File: config.mk
export PLATFORM = sky130hd
export DESIGN_NAME = twin_timebase
export DESIGN_NICKNAME = d
export VERILOG_FILES = /design/src/rtl/twin_tmr_pkg.sv /design/src/rtl/tmr_sync_pick.sv /design/src/rtl/tmr_lane.sv /design/src/rtl/tmr_adc_cmp.sv /design/src/rtl/twin_timebase.sv
export SDC_FILE = /design/constraint.sdc
export NUM_CORES = 1
export LEC_CHECK = 0
export ABC_AREA = 1
export BUFFER_PORTS_ARGS = -buffer_cell sky130_fd_sc_hd__clkbuf_2
export CAP_MARGIN = 15
export CORE_MARGIN = 5
export CORE_UTILIZATION = 40
export CTS_CLUSTER_DIAMETER = 100
export CTS_CLUSTER_SIZE = 14
export DETAILED_ROUTE_END_ITERATION = 6
export MAX_ROUTING_LAYER = met4
export PLACE_DENSITY = 0.65
export RECOVER_POWER = 25
export SLEW_MARGIN = 40
export SYNTH_ARGS = -nofsm -noshare
export SYNTH_HDL_FRONTEND = slang
export SYNTH_HIERARCHICAL = 1
export SYNTH_SLANG_ARGS = --single-unit
File: constraint.sdc
create_clock -name clk -period 6.2 [get_ports clk]
set_clock_uncertainty 0.2 [all_clocks]
set_input_delay 0.62 -clock clk [delete_from_list [all_inputs] [get_ports clk]]
set_output_delay 0.62 -clock clk [all_outputs]
set_load 0.02 [all_outputs]
File: src/rtl/twin_tmr_pkg.sv
`timescale 1ns/1ps
package twin_tmr_pkg;
  localparam int unsigned DEF_CNT_W = 16;
  localparam int unsigned DEF_SEL_W = 5;

  // Reason a lane returned to zero on the current edge
  typedef enum logic [1:0] {
    EV_NONE  = 2'd0,
    EV_MATCH = 2'd1,
    EV_ROLL  = 2'd2,
    EV_SYNC  = 2'd3
  } wrap_cause_e;
endpackage

File: src/rtl/tmr_sync_pick.sv
`timescale 1ns/1ps
module tmr_sync_pick #(
  parameter int unsigned SEL_W = twin_tmr_pkg::DEF_SEL_W
) (
  input  logic [SEL_W-1:0]        sel,
  input  logic [(2**SEL_W)-2:0]   sync_in,
  output logic                    ext_mode,
  output logic                    hit
);
  localparam int unsigned NSYNC = (2**SEL_W) - 1;

  always_comb begin
    ext_mode = (sel != '0);
    hit      = 1'b0;
    for (int i = 1; i <= NSYNC; i++) begin
      if (sel == SEL_W'(i)) hit = sync_in[i-1];
    end
  end
endmodule

File: src/rtl/tmr_lane.sv
`timescale 1ns/1ps
module tmr_lane import twin_tmr_pkg::*; #(
  parameter int unsigned CNT_W   = DEF_CNT_W,
  parameter bit          HAS_EXT = 1'b1
) (
  input  logic             clk,
  input  logic             rst,
  input  logic             run,
  input  logic             tick,
  input  logic             ext_mode,
  input  logic             ext_hit,
  input  logic [CNT_W-1:0] period,
  output logic [CNT_W-1:0] cnt,
  output logic [CNT_W-1:0] cnt_nxt,
  output logic             upd,
  output logic             wrap
);
  localparam logic [CNT_W-1:0] TOP_VAL = '1;

  logic ext, hit, hold, at_top, at_per;
  wrap_cause_e cause;

  generate
    if (HAS_EXT) begin : g_ext
      assign ext = ext_mode;
      assign hit = ext_mode & ext_hit;
    end else begin : g_noext
      logic unused_ext;
      assign unused_ext = ext_mode ^ ext_hit;
      assign ext = 1'b0;
      assign hit = 1'b0;
    end
  endgenerate

  always_comb begin
    hold    = !run || (!ext && (period == '0));
    at_top  = (cnt == TOP_VAL);
    at_per  = !ext && (cnt == period);
    cnt_nxt = cnt;
    upd     = 1'b0;
    cause   = EV_NONE;
    if (hold) begin
      cnt_nxt = '0;
    end else if (hit) begin
      cnt_nxt = '0;
      upd     = 1'b1;
      cause   = EV_SYNC;
    end else if (tick) begin
      upd = 1'b1;
      if (at_per) begin
        cnt_nxt = '0;
        cause   = EV_MATCH;
      end else if (at_top) begin
        cnt_nxt = '0;
        cause   = EV_ROLL;
      end else begin
        cnt_nxt = cnt + 1'b1;
      end
    end
  end

  always_ff @(posedge clk) begin
    if (rst) begin
      cnt  <= '0;
      wrap <= 1'b0;
    end else begin
      cnt  <= cnt_nxt;
      wrap <= (cause != EV_NONE);
    end
  end

  // disabled lane reads zero with no pulse
  assert_run_hold_R1: assert property (@(posedge clk) disable iff (rst)
    !run |=> (cnt == '0) && !wrap);

  // zero period parks the lane
  assert_zero_park_R7: assert property (@(posedge clk) disable iff (rst)
    (!ext && period == '0) |=> (cnt == '0) && !wrap);

  // period match returns to zero with a pulse
  assert_match_wrap_R3: assert property (@(posedge clk) disable iff (rst)
    (run && !ext && period != '0 && !hit && tick && cnt == period)
      |=> (cnt == '0) && wrap);

  // selected sync clears the count with a pulse
  assert_sync_clear_R4: assert property (@(posedge clk) disable iff (rst)
    (run && hit) |=> (cnt == '0) && wrap);

  // single step on a plain tick
  assert_step_R2: assert property (@(posedge clk) disable iff (rst)
    (!hold && !hit && tick && !at_top && !at_per)
      |=> cnt == $past(cnt) + 1'b1);

  // no tick, no change
  assert_idle_R2: assert property (@(posedge clk) disable iff (rst)
    (!hold && !hit && !tick) |=> $stable(cnt));

  // a pulse is only seen with a zero count
  assert_pulse_zero_R3: assert property (@(posedge clk) disable iff (rst)
    wrap |-> (cnt == '0));
endmodule

File: src/rtl/tmr_adc_cmp.sv
`timescale 1ns/1ps
module tmr_adc_cmp #(
  parameter int unsigned CNT_W = twin_tmr_pkg::DEF_CNT_W
) (
  input  logic             clk,
  input  logic             rst,
  input  logic             upd,
  input  logic [CNT_W-1:0] cnt_nxt,
  input  logic [CNT_W-1:0] cmp,
  output logic             trig
);
  always_ff @(posedge clk) begin
    if (rst) trig <= 1'b0;
    else     trig <= upd && (cnt_nxt == cmp);
  end
endmodule

File: src/rtl/twin_timebase.sv
`timescale 1ns/1ps
module twin_timebase import twin_tmr_pkg::*; #(
  parameter int unsigned CNT_W = DEF_CNT_W,
  parameter int unsigned SEL_W = DEF_SEL_W
) (
  input  logic                  clk,
  input  logic                  rst,
  input  logic                  run,
  input  logic                  tick,
  input  logic [SEL_W-1:0]      sync_sel,
  input  logic [(2**SEL_W)-2:0] sync_in,
  input  logic [CNT_W-1:0]      per_pri,
  input  logic [CNT_W-1:0]      per_sec,
  input  logic [CNT_W-1:0]      adc_cmp,
  output logic [CNT_W-1:0]      cnt_pri,
  output logic [CNT_W-1:0]      cnt_sec,
  output logic                  pri_irq,
  output logic                  sec_irq,
  output logic                  sync_out,
  output logic                  adc_trig
);
  logic             ext_mode, ext_hit;
  logic [CNT_W-1:0] pri_nxt, sec_nxt;
  logic             pri_upd, sec_upd, pri_wrap, sec_wrap;

  tmr_sync_pick #(.SEL_W(SEL_W)) u_pick (
    .sel      (sync_sel),
    .sync_in  (sync_in),
    .ext_mode (ext_mode),
    .hit      (ext_hit)
  );

  tmr_lane #(.CNT_W(CNT_W), .HAS_EXT(1'b1)) u_pri (
    .clk      (clk),
    .rst      (rst),
    .run      (run),
    .tick     (tick),
    .ext_mode (ext_mode),
    .ext_hit  (ext_hit),
    .period   (per_pri),
    .cnt      (cnt_pri),
    .cnt_nxt  (pri_nxt),
    .upd      (pri_upd),
    .wrap     (pri_wrap)
  );

  tmr_lane #(.CNT_W(CNT_W), .HAS_EXT(1'b0)) u_sec (
    .clk      (clk),
    .rst      (rst),
    .run      (run),
    .tick     (tick),
    .ext_mode (1'b0),
    .ext_hit  (1'b0),
    .period   (per_sec),
    .cnt      (cnt_sec),
    .cnt_nxt  (sec_nxt),
    .upd      (sec_upd),
    .wrap     (sec_wrap)
  );

  tmr_adc_cmp #(.CNT_W(CNT_W)) u_adc (
    .clk     (clk),
    .rst     (rst),
    .upd     (pri_upd),
    .cnt_nxt (pri_nxt),
    .cmp     (adc_cmp),
    .trig    (adc_trig)
  );

  assign pri_irq  = pri_wrap;
  assign sync_out = pri_wrap;
  assign sec_irq  = sec_wrap;

  // trigger only where the shown count equals last cycle's compare value
  assert_trig_match_R9: assert property (@(posedge clk) disable iff (rst)
    adc_trig |-> (cnt_pri == $past(adc_cmp)));

  // secondary pulse coincides with a zero count
  assert_sec_zero_R6: assert property (@(posedge clk) disable iff (rst)
    sec_irq |-> (cnt_sec == '0));

  // secondary only moves on a tick, never on a sync
  assert_sec_tick_only_R6: assert property (@(posedge clk) disable iff (rst)
    sec_upd |-> tick);

  // secondary next value stays within its period once inside it
  assert_sec_range_R6: assert property (@(posedge clk) disable iff (rst)
    (sec_upd && per_sec != '0 && cnt_sec <= per_sec) |-> (sec_nxt <= per_sec));
endmodule

==> flow_summary_export.csv, run 1 <==
group,metric,value,unit
status,status,"complete, no violations",
layout,seqCellArea,701,um2
floorplanning,dieArea,11400,um2
grt,grt.total_usage,0.201,
floorplanning,die_h,107,um
timing,timing_worst_slew_pin_value,0.720,ns
setup_path,arrival,3.75,ns
clock_network,post_cts.repair.setup_buffers,0,
logic_synthesis,syn_nets,773,
placement,portBuffers,123,
layout,n_antenna_cell,0,
route,drtAntennaViolNets,0,
clock_network,clkSinkCount,35,
pwr,peakVddDrop,0.0000718,V
setup_path,crit_slowest_cell,"clkbuf_2",
setup_path,cp_top_family,"simple AND/OR/NAND/NOR gates",
setup_path,worst_path_most_repeated_cell,"nand2_1",
logic_synthesis,syn-mean-instance-area,5.49,um2
grt,grt_max_degree,36,
timing,min_period,3.72,ns
route,vias,4449,
setup_path,crit_buf_inv,3,
logic_synthesis,synth_area,3750,um2
layout,area_growth,19.0,%
clock_network,hold_buffers,0,
setup_path,crit_path_end_kind,"flip-flop",
clock_network,clkSlewWorstSetupHoldPaths,0.07,ns
setup_path,crit_type,"input port to flip-flop",
logic_synthesis,ys.warnings.count,6,
grt,grt_overflow,0,
setup_path,critical-path-max-stage-delay,0.32,ns
floorplanning,pin_count,124,
floorplanning,rows,35,
clock_network,cts_resized,0,
clock_network,cts_made_buffers,5,
floorplanning,start_util,0.407,
route,drc,0,
flow_run,maxCapViolCount,0,
layout,final_nets,888,
grt,grt_pass1_wl,18700,um
clock_network,cts-root-buf,"clkbuf_8",
pwr,power_leakage,2.31,nW
clock_network,htree_levels,2,
layout,final.fill_count,1016,
floorplanning,fp.dieW,107,um
timing,rsz0062_at_grt,"false",
route,drt_iter0_drc,202,
layout,multiInputGateArea,2460,um2
clock_network,insertion_delay,0.29,ns
placement,hpwl,9430,um
setup_path,required,6.23,ns
placement,gp_congestion,0.923,
clock_network,tritoncts,"done",
route,wl_per_cell,12.5,um
route,drt-total-wl,11400,um
clock_network,cts_max_path_buffers,2,
pwr,total_power,529,uW
timing,max-slew-margin-rel,0.520,
timing,min_period_over_period,0.600,
timing,setup_viol,0,
route,via_per_inst,4.89,
layout,drive_gt1_frac,0.214,
setup_path,start_kind,"input port",
timing,hold_viol,0,
timing,slew_violations,0,
grt,antenna_found_initial,0,
timing,max_freq,269,MHz
route,drt_pass1_iterations,4,
logic_synthesis,syn_inst,683,
floorplanning,core_area,9200,um2
grt,first_global_vias,4344,
setup_path,cp_max_fo,20,
hold_path,holdCritPathClass,"flip-flop to flip-flop",
pwr,p_per_area,119,nW/um2
timing,setup_tns,0,ns
[stage by stage]
stage / instance area, um2 / setup slack (ns) / hold WS [ns] / std cells / util
finish: 4460 / 2.48 / 0.460 / 910 / 0.485
detailed placement: 4400 / 2.19 / 0.451 / 902 / 0.478
global placement: 4400 / 2.35 / 0.433 / 902 / 0.478
global route: 4460 / 1.83 / 0.505 / 910 / 0.485
floorplan: 3750 / 2.90 / 0.470 / 683 / -
CTS: 4480 / 2.48 / 0.464 / 910 / 0.487
[worst register-to-register path, stage by stage, from the launching register on]
cell and delay (ns):
dfxtp_1 0.43, ha_1 0.22, nand2_2 0.07, nor2_2 0.17
nand2_4 0.10, nor2_4 0.11, nand3_2 0.10, nor2_2 0.17
nor2_2 0.09, nand2_4 0.15, nor2_2 0.04, inv_1 0.06
nor2_1 0.04, nor2_1 0.07, nand2_1 0.05, nor2_1 0.11
nand3_1 0.08, nor2_1 0.08
[cell type report]
class / count / area share
Multi-Input combinational cell: 504 / 0.551
Tap cell: 111 / 0.0311
Clock inverter: 2 / 0.00281
Inverter: 129 / 0.109
Timing Repair Buffer: 123 / 0.134
Sequential cell: 35 / 0.157
Clock buffer: 6 / 0.0163
[per-layer routing]
metal,wire length [um],share of wire,vias up,GRT usage
met3,513,0.045,29,0.0295
met4,349,0.031,0,0.0822
met5,0,0,-,-
li1,-,-,2322,-
met1,5010,0.44,1956,0.238
met2,5520,0.48,142,0.344
[cell usage in the layout (no fill, tap or decap)]
master      count
nand2_1       200
inv_1         118
clkbuf_2      107
nor2_1        103
nand3_1        54
dfxtp_1        35
nand4_1        23
clkbuf_1       17
xor2_1         17
nor2_2         15
nor3_1         15
o21ai_0        11
a21oi_1        10
inv_2          10
xnor2_1         9
nand3_2         9
nand2_2         7
nor3_2          6
clkbuf_8        5
nor2_4          4
o21ai_1         3
nand2_4         3
nor4_1          2
or2_2           2
ha_1            2
clkinvlp_4      1
clkinv_2        1
o22ai_1         1
clkinv_1        1
nor3b_1         1
or2_1           1
a22oi_1         1
or3_1           1
o2111ai_1       1
and3_1          1
a31oi_1         1
and3b_2         1
[power breakdown]
part | internal [mW] | switching [mW]
combinational | 0.0498 | 0.0814
sequential | 0.227 | 0.00452
clock | 0.0786 | 0.0872
[flip-flops by register name (all words and copies together), names as in the netlist]
signal,flops
u_pri/cnt,16
u_pri/wrap,1
u_sec/cnt,16
u_sec/wrap,1
u_adc/trig,1
[final timing paths]
path,start,to,slack [ns],cells past startpoint
max reg2reg,u_pri/cnt[0]$_SDFF_PP0_,u_adc/trig$_SDFF_PP0_,3.77,17
max,sync_sel[4],u_adc/trig$_SDFF_PP0_,2.48,31
min,u_sec/cnt[3]$_SDFF_PP0_,u_sec/cnt[3]$_SDFF_PP0_,0.46,4
min reg2reg,u_sec/cnt[3]$_SDFF_PP0_,u_sec/cnt[3]$_SDFF_PP0_,0.46,4
Note: power is estimated with default switching activity, not from simulation.
==> run 2, diff against run 1 <==
Clock period 6.2 ns to 3.7 ns, I/O delays scaled along.
==> run 2 against run 1 <==
Non-clock buffer count grew 4. Worst hold slack worse by 0.21 ns. Register-to-register slack got worse by 2.5 ns. Cell count grew 0.44%. Global-route usage up 0.60 points. Sequential power is 67% higher. Critical path depth decreased by 1. Routed wire length grew 1.6%. Cell area increased by 1.7%. First-iteration DRC count shrank 6.9%.
==> flow_summary_export.csv, run 2 (synthesized netlist as in run 1, its figures left out) <==
group,metric,value,unit
setup_path,critical-path-max-stage-delay,0.20,ns
route,routed.top_layer,"met4",
route,drtAntennaViolNets,0,
clock_network,hold_buffers,0,
pwr,power_leakage,2.35,nW
setup_path,crit_end,"u_adc/trig$_SDFF_PP0_",
route,drt-total-wl,11600,um
floorplanning,die_h,107,um
setup_path,required,3.72,ns
floorplanning,rows,35,
hold_path,holdCritPathClass,"input port to flip-flop",
layout,reg_top3,"u_pri/cnt: 16 flops, u_sec/cnt: 16 flops",
floorplanning,start_util,0.407,
clock_network,clkSlewWorstSetupHoldPaths,0.07,ns
layout,area_growth,21.0,%
layout,layout_common_cells,"nand2_1 (199), inv_1 (117), clkbuf_2 (106)",
timing,min_period_over_period,0.868,
grt,first_global_vias,4387,
placement,dp.cells,906,
route,route.met3.wl,587,um
status,status,"complete, no violations",
clock_network,cts_made_buffers,5,
clock_network,tritoncts,"done",
grt,grt_pass1_wl,19200,um
grt,grt_overflow,0,
route,via_per_inst,4.87,
layout,final_common_cell,"nand2_1",
timing,slew_violations,0,
setup_path,crit_start,"sync_sel[0]",
placement,gp_congestion,0.914,
route,drt_pass1_iterations,5,
route,drt-met1-wl,5050,um
clock_network,cts_max_path_buffers,2,
placement,hpwl,9590,um
clock_network,clkSinkCount,35,
timing,setup_viol,0,
setup_path,crit_slowest_cell,"or2_1",
flow_run,maxCapViolCount,0,
setup_path,start_kind,"input port",
clock_network,htree_levels,2,
layout,n_antenna_cell,0,
pwr,peakVddDrop,0.000203,V
layout,final.fill_count,982,
timing,setup_tns,0,ns
timing,rsz0062_at_grt,"false",
clock_network,cts-root-buf,"clkbuf_8",
setup_path,worst_path_most_repeated_cell,"nand2_1",
route,wl_met2,5700,um
layout,final_nets,892,
route,drc,0,
timing,max-slew-margin-rel,0.513,
timing,hold_viol,0,
setup_path,crit_type,"input port to flip-flop",
layout,layout.cells.non_filler,914,
grt,antenna_found_initial,0,
timing,min_period,3.21,ns
setup_path,timing.rr.start,"u_pri/cnt[1]$_SDFF_PP0_",
placement,post-place-ws,0.148,ns
grt,grt_max_degree,36,
setup_path,cp_max_fo,12,
pwr,p_per_area,214,nW/um2
setup_path,r2r-end,"u_adc/trig$_SDFF_PP0_",
setup_path,worst_r2r_path_depth,17,
timing,timing_worst_slew_pin_value,0.730,ns
route,wl_per_cell,12.7,um
setup_path,r2r_setup_slack,1.24,ns
floorplanning,dieArea,11400,um2
pwr,total_power,972,uW
grt,grt.total_usage,0.207,
setup_path,crit_path_end_kind,"flip-flop",
floorplanning,pin_count,124,
route,drt_iter0_drc,188,
placement,portBuffers,123,
route,vias,4447,
layout,fin_util,0.493,
setup_path,arrival,3.23,ns
floorplanning,fp.dieW,107,um
clock_network,insertion_delay,0.28,ns
layout,drive_gt1_frac,0.222,
timing,max_freq,311,MHz
timing,setup_ws,0.487,ns
floorplanning,core_area,9200,um2
==> run 2: worst min path at each step <==
stage,from,endpoint,cells after the start
floorplan,run,u_pri/wrap$_SDFF_PP0_,3
global placement,u_sec/cnt[3]$_SDFF_PP0_,u_sec/cnt[3]$_SDFF_PP0_,4
detailed placement,u_sec/cnt[3]$_SDFF_PP0_,u_sec/cnt[3]$_SDFF_PP0_,4
CTS,adc_cmp[12],u_adc/trig$_SDFF_PP0_,5
global route,adc_cmp[12],u_adc/trig$_SDFF_PP0_,5
finish,adc_cmp[12],u_adc/trig$_SDFF_PP0_,5
==> run 2: layout make-up <==
class | instances | area [um2] | area share
repair buffers | 127 | 624 | 0.138
clock buffers | 6 | 82.6 | 0.0182
multi-input cells | 504 | 2470 | 0.544
clock inverters | 2 | 35.0 | 0.00773
well taps | 111 | 139 | 0.0306
inverters | 129 | 484 | 0.107
flip-flops and latches | 35 | 701 | 0.155
==> run 2: worst max-delay path: cells and delay by family <==
| family | cells | cell delay (ns) |
|---|---|---|
| buffers and inverters | 2 | 0.18 |
| AO/OA/AOI/OAI | 2 | 0.21 |
| AND/OR/NAND/NOR | 26 | 2.49 |
==> run 2: routing by layer <==
layer | global-route usage | vias up
met1 | 0.249 | 1962
li1 | - | 2332
met2 | 0.359 | 128
met4 | 0.0639 | 0
met3 | 0.0313 | 25
met5 | - | -
==> run 2: timing repair <==
action | CTS | global route
setup buffers | 0 | 0
gates resized for setup | 0 | 3
hold endpoints to repair | 0 | 0
endpoints found under the setup margin | 0 | 1
==> run 2: stage by stage <==
stage	area (um2)	hold WS, ns
floorplan	3750	0.393
global placement	4430	0.430
detailed placement	4430	0.451
CTS	4550	0.238
global route	4530	0.273
finish	4530	0.248
==> run 2: where the power goes <==
| group | switching, mW | internal (mW) | total (mW) | leakage (nW) |
|---|---|---|---|---|
| clock network | 0.138 | 0.218 | 0.356 | 0.0612 |
| registers | 0.00728 | 0.381 | 0.388 | 0.283 |
| logic | 0.140 | 0.0872 | 0.227 | 2.01 |
| total | 0.286 | 0.686 | 0.972 | 2.35 |
